===== src/rtl/dec_steer_pkg.sv =====
package dec_steer_pkg;

  typedef enum logic {
    CLS_SINGLE = 1'b0,
    CLS_MULTI  = 1'b1
  } insn_cls_e;

  localparam int unsigned SINGLE_UOP = 1;

endpackage


===== src/rtl/dec_steer_classify.sv =====
module dec_steer_classify
  import dec_steer_pkg::*;
#(
  parameter int unsigned SLOTS    = 3,
  parameter int unsigned UOP_W    = 3,
  parameter logic [SLOTS-1:0] CAP_MULTI = 3'b001
) (
  input  logic [SLOTS-1:0]       ent_valid,
  input  logic [SLOTS*UOP_W-1:0] ent_uops,
  output logic [SLOTS-1:0]       ent_fits
);

  insn_cls_e cls [SLOTS];

  for (genvar i = 0; i < SLOTS; i++) begin : g_ent
    always_comb begin
      if (ent_uops[i*UOP_W +: UOP_W] == UOP_W'(SINGLE_UOP))
        cls[i] = CLS_SINGLE;
      else
        cls[i] = CLS_MULTI;
    end
    // a slot fits its entry if it can take multi-uop work or the entry is single
    assign ent_fits[i] = ent_valid[i] && (CAP_MULTI[i] || (cls[i] == CLS_SINGLE));
  end

endmodule


===== src/rtl/dec_steer_group.sv =====
module dec_steer_group #(
  parameter int unsigned SLOTS = 3,
  localparam int unsigned CNT_W = $clog2(SLOTS + 1)
) (
  input  logic [SLOTS-1:0] ent_fits,
  output logic [SLOTS-1:0] grp_take,
  output logic [CNT_W-1:0] grp_size
);

  for (genvar i = 0; i < SLOTS; i++) begin : g_pre
    if (i == 0) begin : g_head
      assign grp_take[i] = ent_fits[i];
    end else begin : g_tail
      assign grp_take[i] = grp_take[i-1] && ent_fits[i];
    end
  end

  always_comb begin
    grp_size = '0;
    for (int i = 0; i < SLOTS; i++)
      grp_size = grp_size + CNT_W'(grp_take[i]);
  end

endmodule


===== src/rtl/dec_steer_issue.sv =====
module dec_steer_issue #(
  parameter int unsigned SLOTS = 3,
  parameter int unsigned TAG_W = 8,
  parameter int unsigned UOP_W = 3,
  parameter logic [SLOTS-1:0] CAP_MULTI = 3'b001
) (
  input  logic                   clk,
  input  logic                   rst_n,
  input  logic                   load,
  input  logic                   ready,
  input  logic [SLOTS-1:0]       grp_take,
  input  logic [SLOTS*TAG_W-1:0] grp_tag,
  input  logic [SLOTS*UOP_W-1:0] grp_uops,
  output logic [SLOTS-1:0]       iss_valid,
  output logic [SLOTS*TAG_W-1:0] iss_tag,
  output logic [SLOTS*UOP_W-1:0] iss_uops
);

  for (genvar i = 0; i < SLOTS; i++) begin : g_slot
    always_ff @(posedge clk) begin
      if (!rst_n) begin
        iss_valid[i]                 <= 1'b0;
        iss_tag[i*TAG_W +: TAG_W]    <= '0;
        iss_uops[i*UOP_W +: UOP_W]   <= '0;
      end else if (load) begin
        iss_valid[i]                 <= grp_take[i];
        iss_tag[i*TAG_W +: TAG_W]    <= grp_take[i] ? grp_tag[i*TAG_W +: TAG_W] : '0;
        iss_uops[i*UOP_W +: UOP_W]   <= grp_take[i] ? grp_uops[i*UOP_W +: UOP_W] : '0;
      end
    end

    if (!CAP_MULTI[i]) begin : g_side_chk
      AST_SIDE_SINGLE: assert property (@(posedge clk) disable iff (!rst_n)
        iss_valid[i] |-> (iss_uops[i*UOP_W +: UOP_W] == UOP_W'(1)));
    end
    if (i > 0) begin : g_prefix_chk
      AST_VALID_PREFIX: assert property (@(posedge clk) disable iff (!rst_n)
        iss_valid[i] |-> iss_valid[i-1]);
    end
  end

  AST_HOLD_ON_STALL: assert property (@(posedge clk) disable iff (!rst_n)
    (iss_valid[0] && !ready) |=> ($stable(iss_valid) && $stable(iss_tag) && $stable(iss_uops)));

endmodule


===== src/rtl/dec_steer.sv =====
module dec_steer #(
  parameter int unsigned TAG_W = 8,
  parameter int unsigned UOP_W = 3
) (
  input  logic             clk,
  input  logic             rst_n,
  input  logic [2:0]       q_valid,
  input  logic [3*TAG_W-1:0] q_tag,
  input  logic [3*UOP_W-1:0] q_uops,
  output logic [1:0]       q_pop,
  output logic [2:0]       dec_valid,
  output logic [3*TAG_W-1:0] dec_tag,
  output logic [3*UOP_W-1:0] dec_uops,
  input  logic             dec_ready
);

  localparam int unsigned SLOTS = 3;
  localparam int unsigned CNT_W = $clog2(SLOTS + 1);
  localparam logic [SLOTS-1:0] CAP_MULTI = 3'b001;

  logic [SLOTS-1:0] fits;
  logic [SLOTS-1:0] take;
  logic [CNT_W-1:0] size;
  logic             load;

  dec_steer_classify #(
    .SLOTS(SLOTS), .UOP_W(UOP_W), .CAP_MULTI(CAP_MULTI)
  ) u_classify (
    .ent_valid(q_valid),
    .ent_uops (q_uops),
    .ent_fits (fits)
  );

  dec_steer_group #(.SLOTS(SLOTS)) u_group (
    .ent_fits(fits),
    .grp_take(take),
    .grp_size(size)
  );

  assign load  = !dec_valid[0] || dec_ready;
  assign q_pop = load ? size : '0;

  dec_steer_issue #(
    .SLOTS(SLOTS), .TAG_W(TAG_W), .UOP_W(UOP_W), .CAP_MULTI(CAP_MULTI)
  ) u_issue (
    .clk      (clk),
    .rst_n    (rst_n),
    .load     (load),
    .ready    (dec_ready),
    .grp_take (take),
    .grp_tag  (q_tag),
    .grp_uops (q_uops),
    .iss_valid(dec_valid),
    .iss_tag  (dec_tag),
    .iss_uops (dec_uops)
  );

  AST_NO_POP_STALL: assert property (@(posedge clk) disable iff (!rst_n)
    (dec_valid[0] && !dec_ready) |-> (q_pop == '0));
  AST_POP_MATCH: assert property (@(posedge clk) disable iff (!rst_n)
    (!dec_valid[0] || dec_ready) |=> ($countones(dec_valid) == int'($past(q_pop))));
  AST_EMPTY_HEAD: assert property (@(posedge clk) disable iff (!rst_n)
    !q_valid[0] |-> (q_pop == '0));
  AST_POP_BOUND: assert property (@(posedge clk) disable iff (!rst_n)
    (q_pop != '0) |-> q_valid[0]);

endmodule


===== config.mk =====
export PLATFORM = sky130hd
export DESIGN_NAME = dec_steer
export DESIGN_NICKNAME = d
export VERILOG_FILES = /design/src/rtl/dec_steer_pkg.sv /design/src/rtl/dec_steer_classify.sv /design/src/rtl/dec_steer_group.sv /design/src/rtl/dec_steer_issue.sv /design/src/rtl/dec_steer.sv
export SDC_FILE = /design/constraint.sdc
export NUM_CORES = 1
export LEC_CHECK = 0
export BUFFER_PORTS_ARGS = -buffer_cell sky130_fd_sc_hd__buf_2
export CAP_MARGIN = 20
export CELL_PAD_IN_SITES_DETAIL_PLACEMENT = 0
export CELL_PAD_IN_SITES_GLOBAL_PLACEMENT = 1
export CORE_MARGIN = 5
export CORE_UTILIZATION = 32
export CTS_CLUSTER_DIAMETER = 120
export CTS_CLUSTER_SIZE = 24
export DETAILED_ROUTE_END_ITERATION = 10
export PLACE_DENSITY = 0.85
export SLEW_MARGIN = 10
export SYNTH_ARGS = -nofsm -noshare
export SYNTH_HDL_FRONTEND = slang
export SYNTH_SLANG_ARGS = --single-unit

===== constraint.sdc =====
create_clock -name clk -period 2.7 [get_ports clk]
set_input_delay 0.54 -clock clk [delete_from_list [all_inputs] [get_ports clk]]
set_output_delay 0.54 -clock clk [all_outputs]
set_load 0.02 [all_outputs]

==> results of run 1 <==
## critical path: cells and delay by family
| kind | cells | cell delay, ns |
|---|---|---|
| simple gates | 2 | 0.44 |
| compound gates | 1 | 0.28 |
| buf+inv | 2 | 0.25 |
## layout make-up
cell class	count	share of cell area, %
Clock buffer	7	5.19
Tap cell	50	3.37
Multi-Input combinational cell	103	30.6
Sequential cell	36	38.8
Timing Repair Buffer	80	22.1
## cell usage in the layout, fill, tap and decap left out, drive strengths merged, types with 2 or more instances in the layout
master | Yosys | routed
a21boi | 11 | 11
and3 | 4 | 4
and4bb | 2 | 2
buf | 13 | 80
clkbuf | 4 | 7
dfxtp | 36 | 36
nand2 | 13 | 13
nand3 | 40 | 40
nand4 | 8 | 8
o21ai | 20 | 20
## synthesized netlist by cell type
master,count
o21a_1,1
a21boi_1,11
buf_2,10
nand2_1,13
nand4_1,8
and3_1,4
o211a_1,1
clkbuf_1,4
o21ai_1,20
nor2b_1,1
nand2b_1,1
buf_4,3
and4bb_1,2
dfxtp_1,36
nand3_1,40
nor2_1,1
## registers in the layout, indices dropped and copies added, names as in the netlist
| signal | cells |
|---|---|
| u_issue.iss_valid | 3 |
| u_issue.iss_tag | 24 |
| u_issue.iss_uops | 9 |
## how the worst min path moves through the flow
| stage | cells past startpoint | from | endpoint |
|---|---|---|---|
| 6_report | 2 | u_issue.iss_tag[6] | u_issue.iss_tag[6] |
| 3_5_place_dp | 2 | u_issue.iss_tag[6] | u_issue.iss_tag[6] |
| 3_3_place_gp | 2 | u_issue.iss_tag[3] | u_issue.iss_tag[3] |
| 5_1_grt | 2 | u_issue.iss_uops[1] | u_issue.iss_uops[1] |
| 4_1_cts | 2 | u_issue.iss_tag[6] | u_issue.iss_tag[6] |
| 2_1_floorplan | 2 | u_issue.iss_tag[0] | u_issue.iss_tag[0] |
## metal layers
layer  share of wire (%)  up-vias
met4                 1.4        0
li1                    -      691
met5                   0        -
met1                  44      601
met3                 8.4        5
met2                  46       43
## cell families (layout without fill, tap and decap cells)
| group | after synthesis | count (layout) | synth area share (%) |
|---|---|---|---|
| and+or+nand+nor | 70 | 70 | 26.6 |
| DFF | 36 | 36 | 52.5 |
| AOI/OAI and AO/OA | 33 | 33 | 14.6 |
| buffers and inverters | 17 | 87 | 6.37 |
## stage by stage
step	area [µm²]	util (%)	worst slack, ns	total power [mW]
5_1_grt	1860	45.5	0.562	1.10
3_5_place_dp	1760	43.1	0.637	0.664
6_report	1860	45.5	0.646	1.05
3_3_place_gp	1760	43.1	0.652	0.664
4_1_cts	1860	45.5	0.633	1.07
2_1_floorplan	1370	-	0.823	0.619
## power by group
part	total (mW)	switching, mW	internal, mW
Combinational	0.105	0.0619	0.0432
Sequential	0.545	0.00434	0.541
Clock	0.401	0.174	0.227
Total	1.05	0.240	0.811
==> run metrics, run 1 <==
clk_lat worst skew=0.28 ns; clock root buffer=clkbuf_8; drc violations=0; worst slew pin tran=0.846 ns; Largest stage delay, worst path=0.28 ns; Cell Rows=23; post-placement cell count=around 270; Layout Cells excl Fill=between 200 and 300; gpl congestion=slightly above 0.7; Max Slew Vio Count=0; Fillers=436; worst r2r dst=u_issue.iss_tag[19]; Reg2Reg Setup Slack=1.52 ns; # port buffers=76; H-Tree Depth=2; Synth Warn #=0; run status=finished, final reports clean; Max-slew headroom=a little over two fifths; die height=between 70 and 80 µm; synthesized cell area=about 1400 µm²; CP Launch Type=input pin; Fin Clk Skew=approximately 0.0022 ns; Area Overhead vs Synth=35.2%; leading area contributor after synthesis=dfxtp_1; TritonCTS buffer count=5; post-synth top area share=a little over half; CTS tree=yes; Worst VDD drop=264 µV; antenna viol nets, final=0; GR Util met2=19.8%; Worst Path Arrival=around 1.5 ns; vias=~1300; Crit Path Class=input pin to primary output; CP Capture Point=q_pop[0]; synthesized instance count=approximately 160; Max Clk Rate=slightly below 500 MHz; Critical Path RT=~2.2 ns; Synth Register Bits=36; largest net degree at the start of global routing=55; Initial DRT Pass Iterations=4; # hold bufs at CTS=0; count of different cell masters after synthesis=16; Avg Cell Area, Syn=slightly below 9 µm²; drt via density=just under 5; Congestion Overflow GR=0; hold_ws=roughly 0.45 ns; CP endpoint kind=primary output; final WL=between 3 and 4 mm; 1st-iter DRT viols=76; power per standard cell area=between 500 and 600 nW/µm²; Final Setup Violations=0; Post-Syn Nets=roughly 200; CTS Sinks=36; Post-CTS Setup Repair Bufs=0; share of layout cells above drive strength 1=38.9%; RSZ-0062 raised after global routing=no; clk buf depth=2; Core ar.=between 4000 and 5000 µm²; Tmin final=just over 2 ns; period utilisation layout=76.1%; Lkg Pwr=about 0.87 nW; grt peak-use layer=met2; origin of the worst setup path=q_uops[4]; # diodes=0; total global-route track usage=12.9%; most frequent CP cell=buf_2; Initial Utilization=~34%; setup TNS=0 ns; worst-case reg-to-reg path depth=4; WL/cell=~13 µm; nets=about 270; worst r2r src=u_issue.iss_valid[0]; initial antenna violation count=0; critical-path cell list=buf_2 -> and4bb_1 -> nand2_1 -> o211a_1 -> buf_2; CTS resizes=0; multi-input logic area=568 µm²; CP max-delay cell=o211a_1; die area=~5700 µm²; Reg area=roughly 720 µm²; post-synthesis sequential area ratio=around 52%; clock slew at the register clock pins of the worst setup and hold paths=0.07 ns; Hold Fails Final Rpt=0; worst-path fanout max=8; DP Wirelength=2.57 mm; worst hold path class=flop to flop; Max Cap Viol=0; GR Util met1=16.3%; Die W=75.5 µm; first-pass GRT wire length=5.61 mm; io pins=77; met3 Use GR=about 5%; number of global-route vias before repair=around 1100; Area contributors post-synth=dfxtp_1 (52%), nand3_1 (15%), o21ai_1 (7.3%)
Note: power is estimated with default switching activity, not from simulation.
==> run 2, diff against run 1 <==
Settings changed: CORE_UTILIZATION 32 to 30, PLACE_DENSITY 0.85 to 0.81.
Clock period 2.7 ns to 1.95 ns, I/O delays scaled along.
==> run 2 against run 1 <==
Against the previous run: flip-flop and latch count unchanged; first-iteration DRC count decreased by 33%; sequential share of layout area decreased by 0.21 points; global-route usage decreased by 0.43 points; clock skew about the same.
==> run metrics, run 2 (synthesis gave the netlist of run 1 again) <==
largest net degree at the start of global routing=31; io pins=between 70 and 80; RSZ-0062 raised after global routing=no; Critical Path RT=between 1.5 and 2 ns; CP endpoint kind=primary output; number of global-route vias before repair=approximately 1300; Initial DRT Pass Iterations=4; setup slack at placement=between 0.3 and 0.4 ns; biggest regs=u_issue.iss_tag: 24 flops, u_issue.iss_uops: 9 flops, u_issue.iss_valid: 3 flops; 1st-iter DRT viols=roughly 50; clock slew at the register clock pins of the worst setup and hold paths=0.06 ns; CTS tree=yes; share of layout cells above drive strength 1=39.2%; Die W=between 70 and 80 µm; H-Tree Depth=2; CP Capture Point=q_pop[0]; total global-route track usage=between 10% and 20%; Fin Clk Skew=approximately 0.0024 ns; gpl congestion=0.665; initial antenna violation count=0; CP Launch Type=input pin; Post-CTS Setup Repair Bufs=0; hold_ws=~0.35 ns; # port buffers=76; Final Setup Violations=0; Worst VDD drop=about 440 µV; worst r2r src=u_issue.iss_valid[0]; worst slew pin tran=between 0.4 and 0.5 ns; Hold Fails Final Rpt=0; final WL=between 3 and 4 mm; antenna viol nets, final=0; Worst Path Arrival=about 1.3 ns; origin of the worst setup path=q_uops[4]; Area Overhead vs Synth=36.0%; vias=between 1000 and 1500; Max Cap Viol=0; clock root buffer=clkbuf_8; Congestion Overflow GR=0; Final Power=around 1.4 mW; clk_lat worst skew=between 0.2 and 0.3 ns; TritonCTS buffer count=5; CTS resizes=0; worst-case reg-to-reg path depth=4; worst r2r dst=u_issue.iss_tag[4]; # hold bufs at CTS=0; power per standard cell area=731 nW/µm²; Initial Utilization=31.3%; Max Slew Vio Count=0; # diodes=0; Crit Path Class=input pin to primary output; WL/cell=approximately 14 µm; Reg2Reg Setup Slack=0.61 ns; first-pass GRT wire length=around 6.1 mm; Max Clk Rate=611 MHz; Top reg by flops=u_issue.iss_tag; most common cell after layout, fill and taps aside=buf_2; run status=finished, final reports clean; die area=just over 6000 µm²; CTS Sinks=36; die height=between 70 and 80 µm; setup TNS=0 ns; worst-path fanout max=4; DP Wirelength=around 2.7 mm; Tmin final=between 1.5 and 2 ns; drc violations=0; Max-slew headroom=71.8%; max reg flops=24; clk buf depth=2; nets=between 200 and 300; drt via density=4.95; Lkg Pwr=0.876 nW; period utilisation layout=between 80% and 90%; Core ar.=4380 µm²; most frequent cells in the layout=buf_2 (76), nand3_1 (40), dfxtp_1 (36); PnR worst setup slack=~0.31 ns; worst hold path class=input pin to flop; Cell Rows=24
==> run 2: cell types whose count changed in the layout (fill, tap and decap cells not counted), sizes merged <==
cell,previous run,this run
clkbuf,7,5
buf,80,83
==> run 2: cell type report <==
cell class                 instances  area (µm²)
multi-input combinational        103         568
sequential                        36         721
timing repair buffer              83         445
fill                             459        2520
clock buffer                       5        68.8
tap                               52        65.1
==> run 2: report_power, final <==
group          switching, mW  leakage, nW  total [mW]  internal, mW
clock network          0.228       0.0359       0.458         0.230
logic                 0.0880        0.548       0.153        0.0654
registers            0.00584        0.292       0.755         0.749
total                  0.322        0.876        1.37          1.04
==> run 2: layer usage <==
metal | up-vias | routed length (µm) | track usage (%)
li1 | 693 | - | -
met1 | 635 | 1570 | 14.8
met2 | 45 | 1830 | 20.3
met3 | 7 | 324 | 5.09
met4 | 0 | 54 | 4.64
met5 | - | 0 | 0
==> run 2: critical path, cell delays in order <==
cell      delay [ns]
buf_2           0.09
and4bb_1        0.24
nand2_1         0.12
o211a_1         0.25
buf_2           0.15
==> run 2: worst min path at each step <==
stage / from / end / slack [ns] / depth (start not counted)
after CTS: q_tag[11] / u_issue.iss_tag[11] / 0.35 / 3
final: q_tag[8] / u_issue.iss_tag[8] / 0.35 / 3
after detailed placement: u_issue.iss_tag[5] / u_issue.iss_tag[5] / 0.44 / 2
after global routing: q_tag[8] / u_issue.iss_tag[8] / 0.35 / 3
after floorplan: u_issue.iss_tag[0] / u_issue.iss_tag[0] / 0.53 / 2
after global placement: u_issue.iss_tag[4] / u_issue.iss_tag[4] / 0.43 / 2
==> run 2: through the flow <==
stage                     cell area, µm²  util (%)  instances
after floorplan                     1370         -        156
after global placement              1800      41.0        274
after detailed placement            1800      41.0        274
after CTS                           1870      42.6        279
after global routing                1870      42.6        279
final                               1870      42.6        279
==> run 3, diff against run 2 <==
Clock period 1.95 ns to 1.6 ns, I/O delays scaled along.
==> run 3 against run 2 <==
Against the previous run: count of clock-buffer cells in the layout unchanged; via count down 0.65%; total power up 22%; first-iteration DRC count down 24%; die area unchanged; flip-flop and latch count unchanged; sequential power up 22%; final cell count up 0.72%; non-clock buffer count up 2; sequential share of layout area down 0.31 points; setup slack worse by 0.22 ns; largest power group unchanged.
==> run metrics, run 3 (synthesis gave the netlist of run 1 again) <==
Top reg by flops=u_issue.iss_tag; Util after Layout=a little over two fifths; H-Tree Depth=2; vias=1371; setup slack at placement=around 0.086 ns; run status=finished, final reports clean; die height=77.7 µm; nets=270; CP Launch Type=input pin; initial antenna violation count=0; clk buf depth=2; GR Util met1=approximately 15%; Final Setup Violations=0; Initial Utilization=between 30% and 40%; Crit Path Class=input pin to primary output; RSZ-0062 raised after global routing=no; period utilisation layout=a little over nine tenths; Cell Rows=24; placed cell area=1810 µm²; Core ar.=4380 µm²; Worst VDD drop=~500 µV; clock slew at the register clock pins of the worst setup and hold paths=around 0.06 ns; Max-slew headroom=79.1%; 1st-iter DRT viols=39; Max Slew Vio Count=0; most frequent cells in the layout=buf_2 (76), nand3_1 (40), dfxtp_1 (36); gpl congestion=roughly 0.67; fin area=approximately 1900 µm²; CP endpoint kind=primary output; biggest regs=u_issue.iss_tag: 24 flops, u_issue.iss_uops: 9 flops, u_issue.iss_valid: 3 flops; # hold bufs at CTS=0; Congestion Overflow GR=0; WL/cell=roughly 13 µm; most common cell after layout, fill and taps aside=buf_2; # port buffers=76; clk_lat worst skew=0.28 ns; clock root buffer=clkbuf_8; Final Power=between 1.5 and 2 mW; Max Clk Rate=around 660 MHz; CTS Sinks=36; post-placement cell count=about 280; die area=6030 µm²; Layout Cells excl Fill=281; Max Cap Viol=0; Post-CTS Setup Repair Bufs=0; GR Util met2=roughly a fifth; io pins=77; hold_ws=roughly 0.28 ns; CTS resizes=0; worst hold path class=input pin to flop; Fin Clk Skew=~0.0039 ns; drt via density=4.88; Initial DRT Pass Iterations=4; Critical Path RT=1.28 ns; setup TNS=0 ns; PnR worst setup slack=between 0.09 and 0.1 ns; TritonCTS buffer count=5; Hold Fails Final Rpt=0; largest net degree at the start of global routing=30; share of layout cells above drive strength 1=~40%; first-pass GRT wire length=~6.3 mm; Area Overhead vs Synth=37.1%; met3 Use GR=5.56%; worst-path fanout max=4; max reg flops=24; drc violations=0; # diodes=0; worst slew pin tran=between 0.3 and 0.4 ns; final WL=about 3.8 mm; grt peak-use layer=met2; DP Wirelength=between 2 and 3 mm; Lkg Pwr=roughly 0.9 nW; Tmin final=~1.5 ns; Worst Path Arrival=1.19 ns; Die W=just under 80 µm; antenna viol nets, final=0; power per standard cell area=~900 nW/µm²; CTS tree=yes; total global-route track usage=between 10% and 20%; number of global-route vias before repair=approximately 1300; Fillers=~470
run 3: path summary, 6_finish.rpt:
check	start	cells after the start	end	slack (ns)
hold / removal	q_tag[8]	3	u_issue.iss_tag[8]	0.28
setup / recovery	q_uops[4]	5	q_pop[0]	0.09
hold reg to reg	u_issue.iss_tag[4]	2	u_issue.iss_tag[4]	0.45
setup reg to reg	u_issue.iss_valid[0]	4	u_issue.iss_valid[2]	0.53
run 3: area by class of cell:
class | instances | area [µm²] | area share, %
Timing Repair Buffer | 85 | 460 | 24.5
Tap cell | 52 | 65.1 | 3.46
Clock buffer | 5 | 68.8 | 3.65
Sequential cell | 36 | 721 | 38.3
Multi-Input combinational cell | 103 | 568 | 30.2
run 3: layer usage:
| layer | part of all wire [%] | routed length (µm) |
|---|---|---|
| met1 | 43 | 1640 |
| met2 | 46 | 1750 |
| met3 | 8.7 | 328 |
| met4 | 1.7 | 65 |
| met5 | 0 | 0 |
run 3: power by group:
group | internal [mW] | switching (mW) | total (mW) | leakage (nW)
registers | 0.913 | 0.00723 | 0.920 | 0.292
logic | 0.0827 | 0.109 | 0.192 | 0.558
clock network | 0.280 | 0.274 | 0.554 | 0.0359
run 3: worst max-delay path, cell delays in order:
cell and delay [ns]:
buf_2 0.09, and4bb_1 0.25, nand2_1 0.12, o211a_1 0.25
buf_2 0.16
